<file path="src/rtl/rc_seed_pkg.sv">
package rc_seed_pkg;
  typedef enum logic [1:0] {
    ST_IDLE   = 2'd0,
    ST_DISCH  = 2'd1,
    ST_CHARGE = 2'd2
  } rc_state_t;
endpackage

</file>
<file path="src/rtl/rc_pin_sync.sv">
module rc_pin_sync #(
  parameter int STAGES = 2
) (
  input  logic clk_i,
  input  logic rst_ni,
  input  logic pin_i,
  output logic rise_o
);
  logic [STAGES-1:0] ff_q;
  logic              last_q;

  generate
    if (STAGES == 1) begin : g_one
      always_ff @(posedge clk_i or negedge rst_ni)
        if (!rst_ni) ff_q <= '0;
        else         ff_q <= pin_i;
    end else begin : g_chain
      always_ff @(posedge clk_i or negedge rst_ni)
        if (!rst_ni) ff_q <= '0;
        else         ff_q <= {ff_q[STAGES-2:0], pin_i};
    end
  endgenerate

  always_ff @(posedge clk_i or negedge rst_ni)
    if (!rst_ni) last_q <= 1'b0;
    else         last_q <= ff_q[STAGES-1];

  assign rise_o = ff_q[STAGES-1] & ~last_q;
endmodule

</file>
<file path="src/rtl/rc_dis_len.sv">
module rc_dis_len #(
  parameter int DIS_BASE = 16,
  parameter int SEL_W    = 2,
  parameter int LEN_W    = 16
) (
  input  logic [SEL_W-1:0] sel_i,
  output logic [LEN_W-1:0] len_o
);
  assign len_o = LEN_W'(DIS_BASE) << sel_i;
endmodule

</file>
<file path="src/rtl/rc_seed_sampler.sv">
module rc_seed_sampler
  import rc_seed_pkg::*;
#(
  parameter int SEED_W      = 16,
  parameter int SAMP_W      = 4,
  parameter int SEL_W       = 2,
  parameter int DIS_BASE    = 16,
  parameter int SYNC_STAGES = 2,
  parameter int TIMEOUT_CYC = 1 << 20
) (
  input  logic              clk_i,
  input  logic              rst_ni,
  input  logic              start_i,
  input  logic [SAMP_W-1:0] n_samples_i,
  input  logic              pin_i,
  output logic              pin_oe_o,
  output logic              pin_drv_o,
  output logic [SEED_W-1:0] seed_o,
  output logic              done_o,
  output logic              err_o
);
  localparam int CNT_W = $clog2(TIMEOUT_CYC);
  localparam int TMR_W = (CNT_W > SEED_W) ? CNT_W : SEED_W;

  rc_state_t         st_q;
  logic [TMR_W-1:0]  tmr_q;
  logic [SEL_W-1:0]  sel_q;
  logic [SEED_W-1:0] seed_q;
  logic [SAMP_W-1:0] cnt_q, n_q;
  logic              done_q, err_q;
  logic              rise;
  logic [TMR_W-1:0]  dis_len;
  logic [SEED_W-1:0] cap;
  logic              last_smp;

  rc_pin_sync #(.STAGES(SYNC_STAGES)) u_sync (
    .clk_i (clk_i),
    .rst_ni(rst_ni),
    .pin_i (pin_i),
    .rise_o(rise)
  );

  rc_dis_len #(.DIS_BASE(DIS_BASE), .SEL_W(SEL_W), .LEN_W(TMR_W)) u_len (
    .sel_i(sel_q),
    .len_o(dis_len)
  );

  assign cap      = tmr_q[SEED_W-1:0];
  // count 0 treated as 1
  assign last_smp = ({1'b0, cnt_q} + 1'b1) >= {1'b0, n_q};

  always_ff @(posedge clk_i or negedge rst_ni) begin
    if (!rst_ni) begin
      st_q   <= ST_IDLE;
      tmr_q  <= '0;
      sel_q  <= '0;
      seed_q <= '0;
      cnt_q  <= '0;
      n_q    <= '0;
      done_q <= 1'b0;
      err_q  <= 1'b0;
    end else begin
      done_q <= 1'b0;
      unique case (st_q)
        ST_IDLE: if (start_i) begin
          st_q   <= ST_DISCH;
          tmr_q  <= '0;
          sel_q  <= '0;
          seed_q <= '0;
          cnt_q  <= '0;
          n_q    <= n_samples_i;
          err_q  <= 1'b0;
        end
        ST_DISCH: begin
          if (tmr_q == dis_len - 1'b1) begin
            st_q  <= ST_CHARGE;
            tmr_q <= '0;
          end else begin
            tmr_q <= tmr_q + 1'b1;
          end
        end
        ST_CHARGE: begin
          if (rise) begin
            seed_q <= seed_q ^ cap;
            sel_q  <= cap[SEL_W-1:0];
            tmr_q  <= '0;
            cnt_q  <= cnt_q + 1'b1;
            if (last_smp) begin
              st_q   <= ST_IDLE;
              done_q <= 1'b1;
            end else begin
              st_q <= ST_DISCH;
            end
          end else if (tmr_q == TMR_W'(TIMEOUT_CYC - 1)) begin
            err_q <= 1'b1;
            tmr_q <= '0;
            st_q  <= ST_IDLE;
          end else begin
            tmr_q <= tmr_q + 1'b1;
          end
        end
        default: st_q <= ST_IDLE;
      endcase
    end
  end

  assign pin_oe_o  = (st_q == ST_DISCH);
  assign pin_drv_o = 1'b0;
  assign seed_o    = seed_q;
  assign done_o    = done_q;
  assign err_o     = err_q;
endmodule

</file>
<file path="config.mk">
export PLATFORM = sky130hd
export DESIGN_NAME = rc_seed_sampler
export DESIGN_NICKNAME = d
export VERILOG_FILES = /design/src/rtl/rc_seed_pkg.sv /design/src/rtl/rc_pin_sync.sv /design/src/rtl/rc_dis_len.sv /design/src/rtl/rc_seed_sampler.sv
export SDC_FILE = /design/constraint.sdc
export NUM_CORES = 1
export LEC_CHECK = 0
export ABC_AREA = 1
export BUFFER_PORTS_ARGS = -buffer_cell sky130_fd_sc_hd__buf_4
export CAP_MARGIN = 15
export CORE_UTILIZATION = 40
export DETAILED_ROUTE_END_ITERATION = 7
export PLACE_DENSITY = 0.58
export SLEW_MARGIN = 5
export SYNTH_ARGS = -nofsm -noshare
export SYNTH_HDL_FRONTEND = slang
export SYNTH_HIERARCHICAL = 1
export SYNTH_SLANG_ARGS = --single-unit
</file>
<file path="constraint.sdc">
create_clock -name clk_i -period 3 [get_ports clk_i]
set_clock_uncertainty 0.15 [all_clocks]
set_input_delay 0.6 -clock clk_i [delete_from_list [all_inputs] [get_ports clk_i]]
set_output_delay 0.6 -clock clk_i [all_outputs]
set_load 0.02 [all_outputs]
</file>
# ---- Yosys cells after proc, flatten, opt, wreduce, memory -nomap -nowiden
# Cells that the tools add are included.
dict set report totals {
  mem_bits_rw 0
  out_inout_bits 20
  input_bits 8
  register_bits 53
  mem_count 0
  romBits 0
  latchBits 0
  wordCells 64
}
dict set report classes {
  shift 1
  n_eq_ne 10
  n_addsub 4
  reduce_logical 8
  n_lt_le_gt_ge 1
  div 0
  n_mul 0
  bitwise_logic 3
  muxes 27
}
# cell count
set op_table {}
lappend op_table {{$mux W20} 4}
lappend op_table {{$pmux W20 S3} 1}
lappend op_table {{$mux W16} 2}
lappend op_table {{$pmux W16 S2} 1}
lappend op_table {{$add A20 B1 Y20 const B} 1}
lappend op_table {{$eq A20 B20 Y1} 1}
lappend op_table {{$eq A20 B20 Y1 const B} 1}
lappend op_table {{$shl A5 B2 Y20 const A} 1}
lappend op_table {{$sub A20 B1 Y20 const B} 1}
lappend op_table {{$xor A16 B16 Y16} 1}
lappend op_table {{$mux W2} 6}
lappend op_table {{$mux W4} 2}
lappend op_table {{$ne A2 B2 Y1 const B} 4}
lappend op_table {{$pmux W4 S2} 1}
lappend op_table {{$mux W1} 7}
lappend op_table {{$pmux W2 S3} 1}
lappend op_table {{$reduce_and A3 Y1} 2}
lappend op_table {{$add A4 B1 Y5 const B} 1}
lappend op_table {{$ge A5 B4 Y1} 1}
lappend op_table {{$add A4 B1 Y4 const B} 1}
lappend op_table {{$pmux W2 S2} 1}
lappend op_table {{$reduce_and A2 Y1} 2}
lappend op_table {{$reduce_and A4 Y1} 1}
lappend op_table {{$ne A3 B3 Y1 const B} 1}
lappend op_table {{9 further kinds} 9}

# ---- Longest topological paths before layout
# Gate-level depths: netlist (run 1).
dict set report logic_depth {
  ltp_word 5
  mapped_depth 19
  mapped_depth_nobuf 17
}

# ---- By module
# Netlist (run 1), hierarchy kept.
# module cells_each seq_area_each_um2 instances area_per_inst_um2
set by_module_without_submodules {}
lappend by_module_without_submodules {rc_seed_sampler 525 1251.2 1 3649.8}
lappend by_module_without_submodules {rc_dis_len 24 0.0 1 150.1}
lappend by_module_without_submodules {rc_pin_sync 5 75.1 1 85.1}

# ---- Worst setup path before layout (run 1)
# No wires, ideal clock.
dict set report synth_path {
  path_kind {flip-flop to flip-flop}
  from {reg st_q[0]}
  to {reg seed_q[11], in the netlist seed_o[11]}
  n_path_buf 1
  setup_time_ps 77
  synth_period_minus_slack_ps 2115
  slack_ps 885
  stages_incl_launch_ff 12
  required_ps 2773
  arrival_time_ps 1887
  path_cell_list {dfrtp_1 -> inv_1 -> ha_1 -> nand2_1 -> inv_1 -> a21oi_1 -> nor2_1 -> clkinv_1 -> buf_2 -> nor2_1 -> o21ai_0 -> a21oi_1}
}
dict set report synth_via {
  elab_chain_len 3
  word_cells_on_any_way 7
  classes_between {eq/ne (3); mux (1); reduce/logical (3)}
}
# element line
set synth_lines {}
lappend synth_lines {{start: declaration} rc_seed_sampler.sv:25} ;# rc_state_t st_q;
lappend synth_lines {{start signal: assignment} rc_seed_sampler.sv:54} ;# st_q <= ST_IDLE;
lappend synth_lines {{start signal: assignment} rc_seed_sampler.sv:66} ;# st_q <= ST_DISCH;
lappend synth_lines {{start signal: assignment} rc_seed_sampler.sv:76} ;# st_q <= ST_CHARGE;
lappend synth_lines {{$eq A2 B2 Y1 or $logic_not A2 Y1 (tied branches)} rc_seed_sampler.sv:64} ;# unique case (st_q)
lappend synth_lines {{$ne A2 B2 Y1 (no line) or $reduce_bool A2 Y1 (tied branches)} --}
lappend synth_lines {{$reduce_and A3 Y1 (no line)} --}
lappend synth_lines {{end signal: assignment} rc_seed_sampler.sv:84} ;# seed_q <= seed_q ^ cap;
lappend synth_lines {{end: declaration} rc_seed_sampler.sv:28} ;# logic [SEED_W-1:0] seed_q;
# Parallel ways exist; a longest one is shown, timed or not.
# A chain may end at the register's enable or synchronous reset.

# ---- Final worst setup path (run 1)
dict set report layout_path {
  from {reg sel_q[0]}
  to {reg tmr_q[12]}
}
dict set report layout_via {
  elab_chain_len 5
}
# element line
set layout_lines {}
lappend layout_lines {{start: declaration} rc_seed_sampler.sv:27} ;# logic [SEL_W-1:0] sel_q;
lappend layout_lines {{start signal: assignment} rc_seed_sampler.sv:85} ;# sel_q <= cap[SEL_W-1:0];
lappend layout_lines {{$shl A5 B2 Y20} rc_dis_len.sv:9} ;# assign len_o = LEN_W'(DIS_BASE) << sel_i;
lappend layout_lines {{named net dis_len[5]} rc_seed_sampler.sv:32} ;# logic [TMR_W-1:0] dis_len;
lappend layout_lines {{$sub A20 B1 Y20} rc_seed_sampler.sv:75} ;# if (tmr_q == dis_len - 1'b1) begin
lappend layout_lines {{$eq A20 B20 Y1} rc_seed_sampler.sv:75}
lappend layout_lines {{$mux W20} rc_seed_sampler.sv:75}
lappend layout_lines {{$pmux W20 S3} rc_seed_sampler.sv:64}
lappend layout_lines {{end signal: assignment} rc_seed_sampler.sv:79} ;# tmr_q <= tmr_q + 1'b1;
lappend layout_lines {{end signal: assignment} rc_seed_sampler.sv:99} ;# tmr_q <= tmr_q + 1'b1;
lappend layout_lines {{end: declaration} rc_seed_sampler.sv:26} ;# logic [TMR_W-1:0] tmr_q;
# The timed path passes the listed nets, and every way through them passes these cells.

==> impl_metrics.tcl, run 1 <==
set metrics [dict create \
    maxSlewHeadroom_pct 55.0 \
    leakage_nw 2.22 \
    worstMarginPinSlew_ns 0.674 \
    drt-initial-drc-count 177 \
    vias 3347 \
    drv_slew 0 \
    power_density_nw_per_um2 532 \
    antenna_found_initial 0 \
    critical_path_class "flop to flop" \
    use_met3_pct 1.94 \
    fin_crit_ns 2.65 \
    num_rows 35 \
    grt_pass1_wl_mm 15.3 \
    clock_path_buffers 2 \
    rsz0062_at_grt "no" \
    antenna_left 0 \
    hold_class "input pin to asynchronous set/reset pin" \
    reg2reg_from "sel_q[0]$_DFFE_PN0P_" \
    cap_viol_max_count 0 \
    top_usage_layer "met2" \
    tns_ns 0 \
    drc 0 \
    die_h_um 101 \
    ctsHoldBuffers 0 \
    track_usage_pct 18.9 \
    peakVddDrop_mv 0.383 \
    r2r_cells 16 \
    port_buffers 26 \
    cts_buffers 5 \
    nets 601 \
    fin_crit_sh_pct 88.4 \
    drt_pass1_iterations 4 \
    cts_setup_buffers 0 \
    wl_per_cell_um 12.3 \
    hold_ws_ns 0.173 \
    yosysUniqueCellTypes 37 \
    cts_num_sinks 53 \
    die_x_um 101 \
    grt_pass1_vias 3233 \
    syn_avg_cell_area_sq_um 7.01 \
    post-place-ws_ns 0.367 \
    critical_path.endpoint_type "flop" \
    power_frac_comb_pct 40.5 \
    ys_seq_area_share_pct 34.1 \
    start_util_pct 41.6 \
    cts_tree "done" \
    cts_root_buf "clkbuf_8" \
    syn_to_final_growth_pct 9.98 \
    outcome "finished clean" \
    met1_usage_pct 26.7 \
    timing.final.hold_violations 0 \
    postLayoutCoreUtil_pct 45.8 \
    intPower_mw 1.35 \
    grt_overflow 0 \
    crit_path_max_fanout 19 \
    critical_path_required_ns 3.04 \
    crit_arrival_ns 2.69 \
    dp_hpwl_mm 6.71 \
    reg2reg_to "tmr_q[12]$_DFFE_PN0P_" \
    power_frac_clock_pct 22.5 \
    clkTransAtPathRegs_ns 0.10 \
    p_sw_mw 0.921 \
    gr-usage-met2_pct 30.5 \
    swShare_pct 40.5 \
    rrSetupSlack_ns 0.35 \
    syn_area_sq_um 3880 \
    ys_ff_latch 53 \
    grt_max_degree 54 \
    num_antenna_cells 0 \
    drive_gt1_share_pct 12.2 \
    synthCells 554 \
    cts_resized 0 \
    htree_num_levels 2 \
    vias_per_cell 4.70 \
    routed_wirelength_mm 8.76 \
    cp-start-kind "flop" \
    yosysWarnings 6 \
    power.share.sequential_pct 37.0 \
    core_sq_um 9330 \
    max_clock_freq_mhz 377 \
    setup_viol 0 \
    die_area_sq_um 10100 \
    gp_congestion 0.870 \
    pin_count 28 \
    clk_latency_ns 0.31 \
    worst_slack_ns 0.348 \
]
==> cells in the final DEF, fill, tap and decap left out <==
master,netlist,routed
clkbuf_8,0,6
nand3_1,36,36
xor2_1,22,22
nor2_2,8,8
nor2_8,1,1
nor3_1,5,5
nand2_4,2,2
nor2_4,1,1
inv_1,75,75
nor3_2,1,1
nand3_2,13,13
a21oi_1,19,19
clkinv_1,1,1
nand2_1,141,141
clkinvlp_4,0,1
nor2_1,71,71
ha_1,11,11
o21ai_0,27,27
nand4_1,12,12
nand2_2,3,3
o31ai_1,2,2
a22o_1,2,2
and3_1,1,1
or2_0,1,1
o21a_1,1,1
nand3b_1,1,1
a21boi_0,1,1
conb_1,2,17
xnor2_1,7,7
nor4_1,4,4
buf_4,17,32
bufinv_16,0,1
dfrtp_1,53,53
o21bai_1,2,2
inv_2,2,2
==> layout make-up <==
class,count,area [sq um]
well taps,129,161
repair buffers,32,240
inverters,78,293
fillers,956,5050
clock inverters,2,37.5
clock buffers,6,82.6
multi-input cells,412,2130
flip-flops and latches,53,1330
==> flip-flops by register name, indices dropped and copies added (netlist names) <==
signal,count
sel_q,2
n_q,4
seed_o,16
u_sync/last_q,1
done_o,1
u_sync/ff_q,2
tmr_q,20
err_o,1
cnt_q,4
st_q,2
==> worst max-delay path, stage by stage (launching register included) <==
cell,delay [ns]
dfrtp_1,0.43
inv_1,0.06
nor2_1,0.06
nor2_1,0.15
nand2_1,0.08
nor2_2,0.35
nand3_1,0.17
nand3_1,0.12
nand2_1,0.06
inv_1,0.05
nand3_1,0.10
nor2_1,0.15
nand2_2,0.09
nand2_4,0.09
nand2_4,0.17
nand2_1,0.13
o21ai_0,0.10
==> layer usage <==
layer,routed length [um],part of all wire (%)
met2,3980,45
met1,4430,51
met5,0,0
met3,253,2.9
met4,99,1.1
==> worst max path at each step <==
| stage | start | to | cells after the start |
|---|---|---|---|
| after global routing | st_q[1]$_DFFE_PN0P_ | seed_o[6]$_DFFE_PN0P_ | 11 |
| after floorplan | st_q[0]$_DFFE_PN0P_ | seed_o[11]$_DFFE_PN0P_ | 11 |
| final | sel_q[0]$_DFFE_PN0P_ | tmr_q[12]$_DFFE_PN0P_ | 16 |
| after detailed placement | sel_q[0]$_DFFE_PN0P_ | tmr_q[12]$_DFFE_PN0P_ | 16 |
| after CTS | sel_q[0]$_DFFE_PN0P_ | tmr_q[12]$_DFFE_PN0P_ | 16 |
| after global placement | start_i | seed_o[6]$_DFFE_PN0P_ | 10 |
==> power by group through the flow <==
stage / registers [mW] / clock network (mW) / logic [mW]
6_report: 0.840 / 0.512 / 0.920
3_3_place_gp: 0.853 / 0 / 0.928
3_5_place_dp: 0.854 / 0 / 0.930
5_1_grt: 0.852 / 0.552 / 1.04
2_1_floorplan: 0.860 / 0 / 0.669
4_1_cts: 0.841 / 0.529 / 0.936
==> through the flow <==
stage | cells | power [mW] | cell area, sq um
floorplan | 569 | 1.53 | 3940
global placement | 704 | 1.78 | 4150
detailed placement | 704 | 1.78 | 4150
CTS | 712 | 2.31 | 4270
global route | 712 | 2.45 | 4270
finish | 712 | 2.27 | 4270
==> synthesized netlist by cell type (all sizes together) <==
library cell,instances,area [sq um]
and3,1,6.26
o21bai,2,15.0
o21ai,27,135
nand4,12,75.1
o31ai,2,15.0
a22o,2,17.5
nor3,6,35.0
conb,2,7.51
dfrtp,53,1330
clkbuf,4,16.3
nor2,81,348
xnor2,7,61.3
or2,1,6.26
clkinv,1,3.75
inv,77,289
nand2,146,571
nand3b,1,7.51
nand3,49,310
o21a,1,7.51
buf,22,174
ha,11,138
nor4,4,25.0
a21oi,19,95.1
xor2,22,193
a21boi,1,7.51
==> cells by family after synthesis <==
family | synth area share, %
AO/OA/AOI/OAI | 7.54
flip-flops | 34.1
other | 0.193
buffers and inverters | 12.4
adder cells (fa/ha/maj) | 3.54
AND/OR/NAND/NOR | 35.6
XOR/XNOR | 6.54
Power figures use the tool's default switching activity.
==> run 2: changes to the inputs <==
- GPL_TIMING_DRIVEN: unset -> 0
==> impl_metrics.tcl, run 2 (synthesis results as in run 1) <==
set metrics [dict create \
    fin_crit_ns 2.67 \
    cp-startpoint "st_q[0]$_DFFE_PN0P_" \
    rsz0062_at_grt "no" \
    drv_slew 0 \
    gr-usage-met2_pct 30.2 \
    setup_viol 0 \
    nets 621 \
    start_util_pct 41.6 \
    critical_path.endpoint_type "flop" \
    cts_root_buf "clkbuf_8" \
    r2r_cells 11 \
    peakVddDrop_mv 0.390 \
    dp.cells 724 \
    power_frac_comb_pct 42.8 \
    drive_gt1_share_pct 14.8 \
    intPower_mw 1.25 \
    routed_wirelength_mm 8.73 \
    reg2reg_to "tmr_q[16]$_DFFE_PN0P_" \
    antenna_left 0 \
    track_usage_pct 18.7 \
    drt-initial-drc-count 201 \
    outcome "finished clean" \
    die_h_um 101 \
    cts_tree "done" \
    leakage_nw 2.30 \
    vias 3379 \
    largest_reg_flops 20 \
    syn_to_final_growth_pct 12.9 \
    port_buffers 26 \
    final_common_cell "nand2_1" \
    rrSetupSlack_ns 0.33 \
    p_sw_mw 0.945 \
    num_rows 35 \
    dp_hpwl_mm 6.86 \
    core_sq_um 9330 \
    final_cell_mix "nand2_1 (141), inv_1 (75), nor2_1 (70), dfrtp_1 (53), buf_4 (43)" \
    vias_per_cell 4.62 \
    power_density_nw_per_um2 501 \
    gp_congestion 0.895 \
    drc 0 \
    top_usage_layer "met2" \
    tns_ns 0 \
    critical_path_class "flop to flop" \
    drt_pass1_iterations 4 \
    clock_path_buffers 2 \
    regMostFlops "tmr_q" \
    met1_usage_pct 26.6 \
    grt_pass1_wl_mm 15.0 \
    seqCellArea_sq_um 1330 \
    swShare_pct 43.0 \
    grt_overflow 0 \
    die_area_sq_um 10100 \
    antenna_found_initial 0 \
    ctsHoldBuffers 0 \
    cts_num_sinks 53 \
    power_frac_clock_pct 19.0 \
    crit_arrival_ns 2.77 \
    reg2reg_from "st_q[0]$_DFFE_PN0P_" \
    pin_count 28 \
    grt_max_degree 54 \
    cap_viol_max_count 0 \
    cts_setup_buffers 0 \
    num_antenna_cells 0 \
    wl_per_cell_um 11.9 \
    instances_no_fill 732 \
    hold_class "input pin to asynchronous set/reset pin" \
    die_x_um 101 \
    multi_input_area_sq_um 2130 \
    timing.final.hold_violations 0 \
    htree_num_levels 2 \
    maxSlewHeadroom_pct 53.4 \
    max_clock_freq_mhz 375 \
    worstMarginPinSlew_ns 0.699 \
    cp-start-kind "flop" \
    use_met3_pct 2.36 \
    clk_latency_ns 0.31 \
    critical_path_required_ns 3.10 \
    crit_path_max_fanout 8 \
    fin_crit_sh_pct 89.0 \
    grt_pass1_vias 3207 \
    cts_buffers 5 \
    power.share.sequential_pct 38.3 \
    fill_cells 973 \
    clkTransAtPathRegs_ns 0.10 \
]
## run 2: repair_timing
item,4_1_cts,5_1_grt
resized for setup,0,2
hold endpoints to repair,0,0
setup endpoints to repair,0,17
## run 2: cell type report
cell class	count	share of cell area (%)
multi-input cells	412	48.6
flip-flops and latches	53	30.2
inverters	78	6.67
repair buffers	26	4.45
plain buffers	26	4.33
well taps	129	3.68
clock buffers	6	1.65
clock inverters	2	0.342
## run 2: worst max path at each step
stage,to,slack (ns),cells after the start
after floorplan,seed_o[11]$_DFFE_PN0P_,0.89,11
after global placement,tmr_q[16]$_DFFE_PN0P_,0.07,11
after detailed placement,tmr_q[16]$_DFFE_PN0P_,0.13,11
after CTS,tmr_q[16]$_DFFE_PN0P_,0.1,11
after global routing,tmr_q[16]$_DFFE_PN0P_,0.04,11
final,tmr_q[16]$_DFFE_PN0P_,0.33,11
## run 2: worst max-delay path: stages (launching register included)
cell     delay, ns
dfrtp_1       0.41
inv_1         0.07
ha_1          0.21
inv_1         0.09
nor2_1        0.08
nor2_1        0.38
inv_1         0.28
nor2_2        0.37
inv_1         0.19
nor3_1        0.25
nand2_1       0.08
nand2_1       0.06
## run 2: layer usage
metal	share of wire (%)	routed length [um]
met5	0	0
met4	0.83	72
met3	3.2	278
met2	45	3890
met1	51	4490
## run 2: per-stage QoR
step	total power [mW]	hold slack, ns	utilization (%)	instance area, sq um	setup slack [ns]
floorplan	1.53	0.154	-	3940	0.885
global placement	1.79	0.184	46.1	4300	0.0722
detailed placement	1.79	0.186	46.1	4300	0.130
CTS	2.22	0.197	47.0	4390	0.0994
global route	2.37	0.221	47.0	4390	0.0420
finish	2.20	0.166	47.0	4390	0.331
## run 2: power groups by stage
stage,combinational (mW),clock (mW),sequential (mW)
2_1_floorplan,0.669,0,0.860
3_3_place_gp,0.933,0,0.855
3_5_place_dp,0.937,0,0.856
4_1_cts,0.940,0.434,0.842
5_1_grt,1.07,0.454,0.851
6_report,0.939,0.417,0.841
